==> src/rtl/plru4_pkg.sv <==
package plru4_pkg;
  localparam int unsigned NUM_WAYS = 4;
  localparam int unsigned WAY_W    = $clog2(NUM_WAYS);

  // bit 2: way 2 newer than way 3; bit 1: way 0 newer than way 1; bit 0: half 0/1 newer
  typedef struct packed {
    logic hi_w2_newer;
    logic lo_w0_newer;
    logic lo_half_newer;
  } tree_t;

  localparam int unsigned TREE_W = $bits(tree_t);
endpackage

==> src/rtl/plru4_update.sv <==
module plru4_update
  import plru4_pkg::*;
(
  input  tree_t             cur_i,
  input  logic [WAY_W-1:0]  way_i,
  output tree_t             nxt_o
);
  always_comb begin
    nxt_o = cur_i;
    nxt_o.lo_half_newer = ~way_i[1];
    if (way_i[1]) nxt_o.hi_w2_newer = ~way_i[0];
    else          nxt_o.lo_w0_newer = ~way_i[0];
  end
endmodule

==> src/rtl/plru4_victim.sv <==
module plru4_victim
  import plru4_pkg::*;
(
  input  tree_t             tree_i,
  output logic [WAY_W-1:0]  victim_o
);
  always_comb begin
    if (tree_i.lo_half_newer) victim_o = tree_i.hi_w2_newer ? 2'd3 : 2'd2;
    else                      victim_o = tree_i.lo_w0_newer ? 2'd1 : 2'd0;
  end

  // victim half is opposite the more recent half
  always_comb begin
    a_victim_half_r5: assert (victim_o[1] == tree_i.lo_half_newer);
  end
endmodule

==> src/rtl/plru4_bank.sv <==
module plru4_bank
  import plru4_pkg::*;
#(
  parameter int unsigned NUM_SETS = 16,
  localparam int unsigned IDX_W   = (NUM_SETS > 1) ? $clog2(NUM_SETS) : 1
) (
  input  logic              clk_i,
  input  logic              rst_ni,
  input  logic              wr_en_i,
  input  logic [IDX_W-1:0]  wr_set_i,
  input  tree_t             wr_tree_i,
  input  logic [IDX_W-1:0]  rd_a_set_i,
  output tree_t             rd_a_o,
  input  logic [IDX_W-1:0]  rd_b_set_i,
  output tree_t             rd_b_o
);
  tree_t [NUM_SETS-1:0] state_q;

  for (genvar g = 0; g < NUM_SETS; g++) begin : g_set
    always_ff @(posedge clk_i or negedge rst_ni) begin
      if (!rst_ni)                                   state_q[g] <= '0;
      else if (wr_en_i && wr_set_i == IDX_W'(g))     state_q[g] <= wr_tree_i;
    end
  end

  assign rd_a_o = state_q[rd_a_set_i];
  assign rd_b_o = state_q[rd_b_set_i];

  p_idle_stable_r7: assert property (@(posedge clk_i) disable iff (!rst_ni)
    !wr_en_i |=> $stable(state_q));

  always @(posedge clk_i) begin
    if (!rst_ni) p_reset_clear_r1: assert (state_q == '0);
  end
endmodule

==> src/rtl/plru4_sel.sv <==
module plru4_sel
  import plru4_pkg::*;
#(
  parameter int unsigned NUM_SETS = 16,
  localparam int unsigned IDX_W   = (NUM_SETS > 1) ? $clog2(NUM_SETS) : 1
) (
  input  logic              clk_i,
  input  logic              rst_ni,
  input  logic              acc_valid_i,
  input  logic [IDX_W-1:0]  acc_set_i,
  input  logic [1:0]        acc_way_i,
  input  logic [IDX_W-1:0]  query_set_i,
  output logic [1:0]        victim_way_o,
  output logic [2:0]        state_o
);
  tree_t acc_cur, acc_nxt, qry_cur;

  plru4_bank #(.NUM_SETS(NUM_SETS)) i_bank (
    .clk_i      (clk_i),
    .rst_ni     (rst_ni),
    .wr_en_i    (acc_valid_i),
    .wr_set_i   (acc_set_i),
    .wr_tree_i  (acc_nxt),
    .rd_a_set_i (acc_set_i),
    .rd_a_o     (acc_cur),
    .rd_b_set_i (query_set_i),
    .rd_b_o     (qry_cur)
  );

  plru4_update i_update (
    .cur_i (acc_cur),
    .way_i (acc_way_i),
    .nxt_o (acc_nxt)
  );

  plru4_victim i_victim (
    .tree_i   (qry_cur),
    .victim_o (victim_way_o)
  );

  assign state_o = qry_cur;

  p_root_upd_r2: assert property (@(posedge clk_i) disable iff (!rst_ni)
    (acc_valid_i && query_set_i == acc_set_i) |=>
      ($stable(query_set_i) -> state_o[0] == !$past(acc_way_i[1])));

  p_other_half_hold_r4: assert property (@(posedge clk_i) disable iff (!rst_ni)
    (acc_valid_i && query_set_i == acc_set_i) |=>
      ($stable(query_set_i) ->
        ($past(acc_way_i[1]) ? state_o[1] == $past(state_o[1])
                             : state_o[2] == $past(state_o[2]))));

  p_not_mru_r9: assert property (@(posedge clk_i) disable iff (!rst_ni)
    (acc_valid_i && query_set_i == acc_set_i) |=>
      ($stable(query_set_i) -> victim_way_o != $past(acc_way_i)));

  p_other_set_hold_r8: assert property (@(posedge clk_i) disable iff (!rst_ni)
    (acc_valid_i && query_set_i != acc_set_i) |=>
      ($stable(query_set_i) -> $stable(state_o)));
endmodule

==> config.mk <==
export PLATFORM = sky130hd
export DESIGN_NAME = plru4_sel
export DESIGN_NICKNAME = d
export VERILOG_FILES = /design/src/rtl/plru4_pkg.sv /design/src/rtl/plru4_update.sv /design/src/rtl/plru4_victim.sv /design/src/rtl/plru4_bank.sv /design/src/rtl/plru4_sel.sv
export SDC_FILE = /design/constraint.sdc
export NUM_CORES = 1
export LEC_CHECK = 0
export BUFFER_PORTS_ARGS = -buffer_cell sky130_fd_sc_hd__buf_2
export CORE_MARGIN = 5
export CORE_UTILIZATION = 40
export CTS_BUF_LIST = sky130_fd_sc_hd__clkbuf_16
export DETAILED_ROUTE_END_ITERATION = 10
export PLACE_DENSITY = 0.68
export SLEW_MARGIN = 5
export SYNTH_ARGS = -nofsm -noshare
export SYNTH_HDL_FRONTEND = slang
export SYNTH_HIERARCHICAL = 1
export SYNTH_SLANG_ARGS = --single-unit
==> constraint.sdc <==
create_clock -name clk_i -period 3.6 [get_ports clk_i]
set_clock_uncertainty 0.2 [all_clocks]
set_input_delay 0.54 -clock clk_i [delete_from_list [all_inputs] [get_ports clk_i]]
set_output_delay 0.54 -clock clk_i [all_outputs]
set_load 0.01 [all_outputs]
==> summary.txt <==
Crit path largest cell delay: 0.59 ns
clock period minus final worst setup slack: 3.00 ns
PwrDens: 600 nW/um^2
# setup viols final: 0
Hold WC Path Type: in2async
Top Ports: 18
Final Cycle Share: 0.832
CTS Buf Count: 5
worst vdd ir: 324 uV
Syn Nets: 193
CP Cell Sequence: buf_2 -> mux4_2 -> a22oi_1 -> nand3_1 -> mux2_4 -> buf_2
DRC viols: 0
Flop pwr share: 0.460
Worst EP required: 2.86 ns
path depth of the worst reg2reg path: 6
First DRT Iteration DRCs: 96
clk root buf: clkbuf_16
global-route wire length before repair: 9.06 mm
combinational power share: 0.244
die height: 90.4 um
slowest CP cell: mux4_2
Worst-path clk slew: 0.06 ns
max_slew headroom: 0.209
Routed Antenna Nets: 0
H-Tree Level Count: 2
Core Rows: 29
Setup CP Type: in2out
Area Growth Syn to Fin: 11.4%
CP Data Arrival Time: 2.26 ns
Syn Std Cell Area: 2590 sq um
FMAX: 334 MHz
hpwl dp: 3.68 mm
Resized Gates After CTS: 0
WL per Instance: 19.3 um
clock sink total: 48
final core occ: 0.456
crit start category: input pin
Layout Nets: 209
hold buffer count at CTS: 0
Biggest register: i_bank/state_q
area of the core: 6310 sq um
CTS Buffer Depth: 2
setup TNS: 0 ns
worst-skew pair later-pin latency: 0.28 ns
leakage power: 1.23 nW
Regs by FF count: i_bank/state_q (48)
CP endpoint kind: primary output
number of setup buffers added after CTS: 0
vias: 1571
gpl congestion: 0.819
max reg flops: 48
Final Slew Violations: 0
status: complete, no violations
critical path peak fanout: 12
switching share of power: 0.263
most used cell, CP: buf_2
Sw Pwr: 0.000455 W
Post-Syn Area per Cell: 14.4 sq um
actual slew at the worst max-slew pin: 1.19 ns
Ys Warns: 6
Die Area: 8170 sq um
Clk pwr share: 0.296
RSZ-0062 raised after global routing: no
maxcap violations: 0
Initial Util: 0.410
total length of routed wires: 5.30 mm
vias in the first global route: 1638
Synth Instances: 180
Ant. Diodes: 0
GRT Residual Overflow: 0
final hold violations: 0
DR vias/cell: 5.73
first drt pass iteration count: 4
P_int: 0.00127 W
CTS tree: yes
ratio of cells with drive above 1 in the final layout: 0.401
initial antenna violation count: 0
largest net degree at the start of global routing: 49
total track usage: 0.137
Die W: 90.4 um
Port Buffers: 17
cell type report:
class,instances,area [sq um]
fillers,566,3430
multi-input cells,123,1330
flip-flops and latches,48,1200
clock buffers,5,125
well taps,77,96.3
repair buffers,17,85.1
clock inverters,3,38.8
inverters,1,3.75
cells in the final DEF, fill, tap and decap left out, drive strengths merged, types with 2 or more instances in the layout:
cell type  count
nand3         11
a22oi          5
clkbuf         5
a21oi          2
mux2          49
nand3b         3
buf           17
mux4          20
nor2          13
nand2          7
nor2b          5
or3            2
nand2b         4
dfrtp         48
inv            2
critical path, delay by kind of cell:
kind | cells | cell delay [ns]
AND/OR/NAND/NOR | 1 | 0.15
AO/OA/AOI/OAI | 1 | 0.17
buffers and inverters | 2 | 0.49
multiplexers | 2 | 0.90
through the flow:
step                setup WS (ns)  cells  total power [W]  cell area [sq um]  hold WS (ns)
finish                      0.605    274          0.00173               2880         0.258
floorplan                   0.990    180          0.00110               2590        0.0444
detailed placement          0.600    266          0.00122               2720         0.282
CTS                         0.599    274          0.00174               2880         0.295
global placement            0.631    266          0.00121               2720         0.275
global route                0.515    274          0.00183               2880         0.307
power by group through the flow:
stage          Clock, W  Combinational (W)  Sequential, W
3_5_place_dp          0           0.000424       0.000801
5_1_grt        0.000554           0.000458       0.000814
4_1_cts        0.000526           0.000426       0.000793
3_3_place_gp          0           0.000413       0.000795
2_1_floorplan         0           0.000335       0.000761
6_report       0.000512           0.000421       0.000795
final timing paths:
path | endpoint | slack [ns] | start
max in group asynchronous | i_bank/state_q[25]$_DFFE_PN0P_ | 2.29 | rst_ni
max reg2reg | i_bank/state_q[16]$_DFFE_PN0P_ | 1.26 | i_bank/state_q[4]$_DFFE_PN0P_
min reg2reg | i_bank/state_q[12]$_DFFE_PN0P_ | 0.30 | i_bank/state_q[12]$_DFFE_PN0P_
min | i_bank/state_q[19]$_DFFE_PN0P_ | 0.26 | rst_ni
max | victim_way_o[0] | 0.60 | query_set_i[0]
min in group clk_i | i_bank/state_q[12]$_DFFE_PN0P_ | 0.30 | i_bank/state_q[12]$_DFFE_PN0P_
layer usage:
metal	GRT usage	vias up	wire, um
met5	0	-	0
met4	0.0372	0	36
met3	0.0350	2	197
met2	0.217	26	2660
met1	0.188	825	2410
li1	-	718	-
Note: power is estimated with default switching activity, not from simulation.
